--- config.mk ---
export PLATFORM = sky130hd
export DESIGN_NAME = smb_alert_slave
export DESIGN_NICKNAME = d
export VERILOG_FILES = /design/src/rtl/smb_alert_pkg.sv /design/src/rtl/smb_alert_ctrl.sv /design/src/rtl/smb_alert_data.sv /design/src/rtl/smb_alert_slave.sv
export SDC_FILE = /design/constraint.sdc
export NUM_CORES = 2
export LEC_CHECK = 0
export BUFFER_PORTS_ARGS = -buffer_cell sky130_fd_sc_hd__buf_2
export CORE_ASPECT_RATIO = 1.1
export CORE_UTILIZATION = 50
export DETAILED_ROUTE_END_ITERATION = 10
export GPL_TIMING_DRIVEN = 0
export PLACE_DENSITY_LB_ADDON = 0.15
export SLEW_MARGIN = 20
export SYNTH_ARGS = -nofsm -noshare
export SYNTH_HDL_FRONTEND = slang
export SYNTH_SLANG_ARGS = --single-unit
export TNS_END_PERCENT = 1
--- constraint.sdc ---
create_clock -name clk -period 6.85 [get_ports clk]
set_input_delay 0.3425 -clock clk [delete_from_list [all_inputs] [get_ports clk]]
set_output_delay 0.3425 -clock clk [all_outputs]
set_load 0.02 [all_outputs]
--- src/rtl/smb_alert_pkg.sv ---
package smb_alert_pkg;

  typedef enum logic [2:0] {
    ST_IDLE,
    ST_ADDR,
    ST_ADDR_ACK,
    ST_RX,
    ST_RX_ACK,
    ST_TX,
    ST_TX_ACK,
    ST_SKIP
  } busState_e;

  // strobes from protocol control to the datapath
  typedef struct packed {
    logic shiftIn;   // capture one received bit
    logic bitIn;     // synchronized SDA value
    logic loadPtr;   // received byte becomes the register pointer
    logic writeReg;  // received byte is written at the pointer
    logic loadTx;    // load the byte to transmit
    logic useAra;    // current transfer is an alert response
    logic shiftTx;   // advance to next transmit bit
    logic araDone;   // alert response byte fully sent
  } dpStrobe_t;

endpackage

--- src/rtl/smb_alert_ctrl.sv ---
module smb_alert_ctrl
  import smb_alert_pkg::*;
#(
  parameter int SYNC_LEN = 2
) (
  input  logic      clk,
  input  logic      rstN,
  input  logic      sclIn,
  input  logic      sdaIn,
  input  logic      addrHit,
  input  logic      araHit,
  input  logic      rnw,
  input  logic      txMsb,
  output dpStrobe_t strb,
  output logic      sdaDrvLow
);

  localparam int CNT_W = 4;
  localparam logic [CNT_W-1:0] BYTE_END = CNT_W'(8);

  logic [SYNC_LEN-1:0] sclPipe, sdaPipe;
  logic sclS, sdaS, sclD, sdaD;
  logic sclRise, sclFall, startDet, stopDet;

  busState_e state, stateNxt;
  logic [CNT_W-1:0] bitCnt, cntNxt;
  logic isRead, readNxt, isAra, araNxt, firstByte, firstNxt;
  logic ackDrv, ackNxt, masterAck, mAckNxt;

  // input synchronizers, idle level high
  always_ff @(posedge clk or negedge rstN) begin
    if (!rstN) begin
      sclPipe <= '1;
      sdaPipe <= '1;
      sclD    <= 1'b1;
      sdaD    <= 1'b1;
    end else begin
      sclPipe <= {sclPipe[SYNC_LEN-2:0], sclIn};
      sdaPipe <= {sdaPipe[SYNC_LEN-2:0], sdaIn};
      sclD    <= sclS;
      sdaD    <= sdaS;
    end
  end

  assign sclS     = sclPipe[SYNC_LEN-1];
  assign sdaS     = sdaPipe[SYNC_LEN-1];
  assign sclRise  = sclS & ~sclD;
  assign sclFall  = ~sclS & sclD;
  assign startDet = sclS & sclD & sdaD & ~sdaS;
  assign stopDet  = sclS & sclD & ~sdaD & sdaS;

  always_comb begin
    stateNxt    = state;
    cntNxt      = bitCnt;
    readNxt     = isRead;
    araNxt      = isAra;
    firstNxt    = firstByte;
    ackNxt      = ackDrv;
    mAckNxt     = masterAck;
    strb        = '0;
    strb.bitIn  = sdaS;
    strb.useAra = isAra;
    if (startDet) begin
      stateNxt = ST_ADDR;
      cntNxt   = '0;
      ackNxt   = 1'b0;
      araNxt   = 1'b0;
    end else if (stopDet) begin
      stateNxt = ST_IDLE;
      ackNxt   = 1'b0;
    end else begin
      case (state)
        ST_ADDR, ST_RX: begin
          if (sclRise && bitCnt < BYTE_END) begin
            strb.shiftIn = 1'b1;
            cntNxt       = bitCnt + CNT_W'(1);
          end else if (sclFall && bitCnt == BYTE_END) begin
            if (state == ST_ADDR) begin
              if (addrHit || araHit) begin
                stateNxt = ST_ADDR_ACK;
                ackNxt   = 1'b1;
                readNxt  = rnw;
                araNxt   = araHit;
              end else begin
                stateNxt = ST_SKIP;
              end
            end else begin
              stateNxt      = ST_RX_ACK;
              ackNxt        = 1'b1;
              strb.loadPtr  = firstByte;
              strb.writeReg = ~firstByte;
              firstNxt      = 1'b0;
            end
          end
        end
        ST_ADDR_ACK: begin
          if (sclFall) begin
            ackNxt = 1'b0;
            cntNxt = '0;
            if (isRead) begin
              stateNxt    = ST_TX;
              strb.loadTx = 1'b1;
            end else begin
              stateNxt = ST_RX;
              firstNxt = 1'b1;
            end
          end
        end
        ST_RX_ACK: begin
          if (sclFall) begin
            ackNxt   = 1'b0;
            cntNxt   = '0;
            stateNxt = ST_RX;
          end
        end
        ST_TX: begin
          if (sclRise && bitCnt < BYTE_END) begin
            cntNxt = bitCnt + CNT_W'(1);
            // released a 1 but the wire is low: arbitration lost
            if (isAra && txMsb && !sdaS) stateNxt = ST_SKIP;
          end else if (sclFall) begin
            if (bitCnt == BYTE_END) begin
              stateNxt     = ST_TX_ACK;
              strb.araDone = isAra;
            end else begin
              strb.shiftTx = 1'b1;
            end
          end
        end
        ST_TX_ACK: begin
          if (sclRise) begin
            mAckNxt = ~sdaS;
          end else if (sclFall) begin
            cntNxt = '0;
            if (masterAck) begin
              stateNxt    = ST_TX;
              strb.loadTx = 1'b1;
            end else begin
              stateNxt = ST_SKIP;
            end
          end
        end
        default: ;
      endcase
    end
  end

  always_ff @(posedge clk or negedge rstN) begin
    if (!rstN) begin
      state     <= ST_IDLE;
      bitCnt    <= '0;
      isRead    <= 1'b0;
      isAra     <= 1'b0;
      firstByte <= 1'b0;
      ackDrv    <= 1'b0;
      masterAck <= 1'b0;
    end else begin
      state     <= stateNxt;
      bitCnt    <= cntNxt;
      isRead    <= readNxt;
      isAra     <= araNxt;
      firstByte <= firstNxt;
      ackDrv    <= ackNxt;
      masterAck <= mAckNxt;
    end
  end

  assign sdaDrvLow = (state == ST_TX) ? ~txMsb : ackDrv;

endmodule

--- src/rtl/smb_alert_data.sv ---
module smb_alert_data
  import smb_alert_pkg::*;
#(
  parameter int                REG_DEPTH = 256,
  parameter int                EVT_W     = 8,
  parameter logic [7:0]        EVT_ADDR  = 8'h3C,
  parameter int                HI_W      = 2,
  parameter logic [HI_W-1:0]   ADDR_HI   = 2'b10,
  parameter logic [6:0]        ARA_ADDR  = 7'h0C
) (
  input  logic              clk,
  input  logic              rstN,
  input  logic [6-HI_W:0]   strapAddr,
  input  logic [EVT_W-1:0]  eventSet,
  input  dpStrobe_t         strb,
  output logic              addrHit,
  output logic              araHit,
  output logic              rnw,
  output logic              txMsb,
  output logic [EVT_W-1:0]  eventVal,
  output logic              alertOn
);

  localparam int PTR_W = $clog2(REG_DEPTH);

  logic [7:0] rxByte, txShift, rdByte, evtByte, txSrc;
  logic [6:0] ownAddr;
  logic [PTR_W-1:0] ptr;
  logic [7:0] regMem [REG_DEPTH];
  logic isEvtPtr, evtClear;
  logic [EVT_W-1:0] evtNxt;

  assign ownAddr  = {ADDR_HI, strapAddr};
  assign rnw      = rxByte[0];
  assign addrHit  = (rxByte[7:1] == ownAddr);
  assign araHit   = (rxByte[7:1] == ARA_ADDR) && rxByte[0] && alertOn;
  assign isEvtPtr = (ptr == EVT_ADDR[PTR_W-1:0]);
  assign evtClear = strb.loadTx && !strb.useAra && isEvtPtr;
  assign txMsb    = txShift[7];

  always_comb begin
    evtByte = '0;
    evtByte[EVT_W-1:0] = eventVal;
  end

  assign rdByte = isEvtPtr ? evtByte : regMem[ptr];
  assign txSrc  = strb.useAra ? {ownAddr, 1'b0} : rdByte;

  // per-bit event update: new pulses win over the clearing read
  for (genvar b = 0; b < EVT_W; b++) begin : g_evt
    assign evtNxt[b] = eventSet[b] | (eventVal[b] & ~evtClear);
  end

  always_ff @(posedge clk or negedge rstN) begin
    if (!rstN) begin
      rxByte   <= '0;
      txShift  <= '0;
      ptr      <= '0;
      eventVal <= '0;
      alertOn  <= 1'b0;
    end else begin
      if (strb.shiftIn) rxByte <= {rxByte[6:0], strb.bitIn};
      if (strb.loadPtr) ptr <= rxByte[PTR_W-1:0];
      if (strb.loadTx) txShift <= txSrc;
      else if (strb.shiftTx) txShift <= {txShift[6:0], 1'b1};
      eventVal <= evtNxt;
      alertOn  <= (|eventSet) | (alertOn & ~(evtClear | strb.araDone));
    end
  end

  always_ff @(posedge clk or negedge rstN) begin
    if (!rstN) begin
      for (int i = 0; i < REG_DEPTH; i++) regMem[i] <= '0;
    end else if (strb.writeReg && !isEvtPtr) begin
      regMem[ptr] <= rxByte;
    end
  end

endmodule

--- src/rtl/smb_alert_slave.sv ---
module smb_alert_slave
  import smb_alert_pkg::*;
#(
  parameter int              REG_DEPTH = 256,
  parameter int              EVT_W     = 8,
  parameter logic [7:0]      EVT_ADDR  = 8'h3C,
  parameter int              HI_W      = 2,
  parameter logic [HI_W-1:0] ADDR_HI   = 2'b10,
  parameter logic [6:0]      ARA_ADDR  = 7'h0C,
  parameter int              SYNC_LEN  = 2
) (
  input  logic             clk,
  input  logic             rstN,
  input  logic             sclIn,
  input  logic             sdaIn,
  output logic             sdaDrvLow,
  input  logic [6-HI_W:0]  strapAddr,
  input  logic [EVT_W-1:0] eventSet,
  output logic             intN
);

  dpStrobe_t strb;
  logic addrHit, araHit, rnw, txMsb, alertOn;
  logic [EVT_W-1:0] eventVal;

  smb_alert_ctrl #(.SYNC_LEN(SYNC_LEN)) uCtrl (
    .clk(clk), .rstN(rstN), .sclIn(sclIn), .sdaIn(sdaIn),
    .addrHit(addrHit), .araHit(araHit), .rnw(rnw), .txMsb(txMsb),
    .strb(strb), .sdaDrvLow(sdaDrvLow)
  );

  smb_alert_data #(
    .REG_DEPTH(REG_DEPTH), .EVT_W(EVT_W), .EVT_ADDR(EVT_ADDR),
    .HI_W(HI_W), .ADDR_HI(ADDR_HI), .ARA_ADDR(ARA_ADDR)
  ) uData (
    .clk(clk), .rstN(rstN), .strapAddr(strapAddr), .eventSet(eventSet),
    .strb(strb), .addrHit(addrHit), .araHit(araHit), .rnw(rnw),
    .txMsb(txMsb), .eventVal(eventVal), .alertOn(alertOn)
  );

  assign intN = ~alertOn;

endmodule

==> reports/results.txt <==
status: finished clean
Placeable Area: 0.1931 mm2
Worst-Margin Slew: 1413 ps
dpl hpwl: 322500 um
setup TNS: 0 ps
Vias/cell: 7.116
crit path capture type: flip-flop
leakage: 52.58 nW
syn_area_per_cell: 15.25 um2
clock slew at reported path FFs: 60 ps
Placer Congestion: 1.109
fillers: 15520
FP Rows: 169
DRC errors left: 0
CP Class: flip-flop to flip-flop
Area growth, synth to finish: 12.85%
wire length per cell: 48.64 um
Mapped Cells: 6378
fin cells: 9491
share of layout cells above drive strength 1: 0.4643
count of cell types in the netlist: 80
data arrival time of the critical path: 7480 ps
synth warn: 0
Total GRT Usage: 0.4735
Starting Density: 0.5039
FF+latch count, synth: 2095
# clock sinks: 2095
Syn Nets: 6397
relative slew slack: 0.05770
fin. max-slew vios: 0
Main synth FF type: dfrtp_1
Final min period: 6663 ps
worst path cell trace: buf_2, buf_4, buf_2, buf_2, buf_2, nand2_1, a32oi_1, a21oi_1, nor2_1, o2111ai_2, a21oi_1
I/O Buffers: 18
I/O pins: 19
largest net degree at the start of global routing: 144
Total Wirelength: 461600 um
Hold WS: 50.40 ps
full die area: 0.1963 mm2
crit-path max cell delay: 990 ps
Vias: 67540
synthesized area: 0.09728 mm2
final worst-path cycle share: 0.9727
DRT antenna net count: 0
Finish-stage setup viols: 0
worst min path class: primary input to async pin
worst-path fanout max: 11
first-pass GRT wire length: 612400 um
Die H: 464.6 um
CTS buffer count: 221
Fmax: 150.1 MHz
initial antenna violation count: 82
Max VDD drop: 293.5 uV
CTS Root Cell: clkbuf_16
drt pass-1 iters: 8
worst-case clock buffer depth: 3
Hold Fails Final Rpt: 0
Async SR Flop Fraction: 1.000
Data required, critical path: 7670 ps
CTS tree: built
Post-synth EDFFs: 0
startpoint types: flip-flop
vias in the first global route: 66200
unrepaired setup endpoints after global routing: false
Max-Cap Viols: 0
P per Cell Area: 271.5 mW/mm2
sequential share of the synthesized area: 0.5390
starting DRC count in detailed routing: 9693
Skew-Pair Late Insertion Delay: 950 ps
H-tree Lvls: 4
Post-CTS Setup Repair Bufs: 0
CP most frequent cell: buf_2
die width: 422.6 um
Final Skew: 73.31 ps
nets: 6707
dpl cells: 9017
grt ovf: 0
Slowest-stage cell, CP: buf_2
final total power: 29.81 mW
-- layer usage --
metal  wire length [um]  vias to the layer above  global-route usage
met5                207                        -            0.001961
met4              49360                       30              0.4123
met3              56020                     1746              0.1886
met2             192000                     4992              0.6556
met1             164000                    36260              0.5720
li1                   -                    24520                   -
-- path summary, 6_finish.rpt --
check                                  from                  to  slack [ps]  cells past startpoint
max reg2reg                    uData.ptr[1]    uData.txShift[1]         190                     11
min in group clk                      sdaIn    uCtrl.sdaPipe[0]          80                      2
max                            uData.ptr[1]    uData.txShift[1]         190                     11
min                                    rstN  uData.regMem[1939]          50                      3
max in group asynchronous              rstN   uData.regMem[317]        4230                      6
min reg2reg                uCtrl.sclPipe[0]    uCtrl.sclPipe[1]         360                      0
-- cell usage after synthesis, types with 16 or more instances --
master / n / area (um2)
a32oi_1: 28 / 245.2
a22oi_1: 99 / 743.2
nand2_1: 264 / 991.0
dfrtp_1: 2089 / 52280
a221oi_1: 19 / 166.4
nand2_4: 20 / 225.2
buf_2: 95 / 475.5
nor2b_1: 16 / 100.1
o22ai_1: 47 / 294.0
nor2_2: 31 / 193.9
buf_6: 18 / 202.7
mux2_2: 1747 / 19670
buf_4: 45 / 337.8
nand3_1: 91 / 455.4
nor2_4: 42 / 473.0
nor2_1: 55 / 206.5
nor4_1: 18 / 112.6
mux4_2: 428 / 9639
nand4_1: 22 / 137.6
a21oi_1: 45 / 225.2
nand2_2: 18 / 112.6
nand2_8: 20 / 400.4
buf_1: 23 / 86.33
mux2_4: 174 / 2613
clkbuf_1: 311 / 1167
o21ai_0: 36 / 180.2
mux2_1: 146 / 1644
mux2i_1: 200 / 2002
nand2b_1: 16 / 100.1
-- area by class of cell --
cell class	instances	area (um2)	share of cell area
Buffer	496	2457	0.02239
Clock buffer	339	6555	0.05971
Antenna cell	47	117.6	0.001071
Inverter	10	37.54	0.0003419
Clock inverter	75	827.0	0.007534
Timing Repair Buffer	87	1592	0.01450
Multi-Input combinational cell	3777	42550	0.3876
Sequential cell	2095	52430	0.4776
Tap cell	2565	3209	0.02924
-- repair_timing --
| action | CTS | global route |
|---|---|---|
| hold endpoints to repair | 438 | 0 |
| resized for setup | 0 | 0 |
| hold buffers | 12 | 0 |
-- state kept, by name, summed over array words and instances (netlist names), 2 cells and up --
signal,count
uCtrl.bitCnt,4
uData.txShift,8
uData.rxByte,8
uData.eventVal,8
uCtrl.state,3
uData.regMem,2044
uCtrl.sclPipe,2
uData.ptr,8
uCtrl.sdaPipe,2
-- power by group --
group / internal [mW] / switching [mW]
Sequential: 12.4 / 0.0510
Clock: 6.97 / 5.40
Combinational: 0.670 / 4.28
-- cell usage in the layout, fill, tap and decap left out, types with 127 or more instances in the layout --
master / Yosys / final
nand2_1: 264 / 264
clkbuf_16: 0 / 222
mux2_4: 174 / 174
mux2_2: 1747 / 1747
mux2_1: 146 / 146
dfrtp_1: 2089 / 2089
clkbuf_1: 311 / 297
buf_2: 95 / 127
mux2i_1: 200 / 199
mux4_2: 428 / 428
-- stage by stage --
step / setup WS (ps) / utilization / instance area (um2)
floorplan: 4334 / - / 97280
global placement: -41300 / 0.5210 / 100600
detailed placement: 426.6 / 0.5289 / 102100
CTS: 396.5 / 0.5678 / 109600
global route: 562.2 / 0.5681 / 109700
finish: 186.8 / 0.5686 / 109800
-- cell families after synthesis --
kind of cell / count (synthesis) / share of synthesized area
mux: 2695 / 0.3657
fa+ha+maj: 2 / 0.0002572
simple gates: 696 / 0.04246
xor+xnor: 7 / 0.0006303
buf+inv: 506 / 0.02444
flops: 2095 / 0.5390
compound gates: 377 / 0.02754
-- worst max-delay path: cells and delay by family (launching register included) --
kind / cells / cell delay, ps
AOI/OAI and AO/OA: 4 / 1650
buffers and inverters: 5 / 3490
DFF: 1 / 460
and+or+nand+nor: 2 / 780
(Power assumes the default switching activity.)
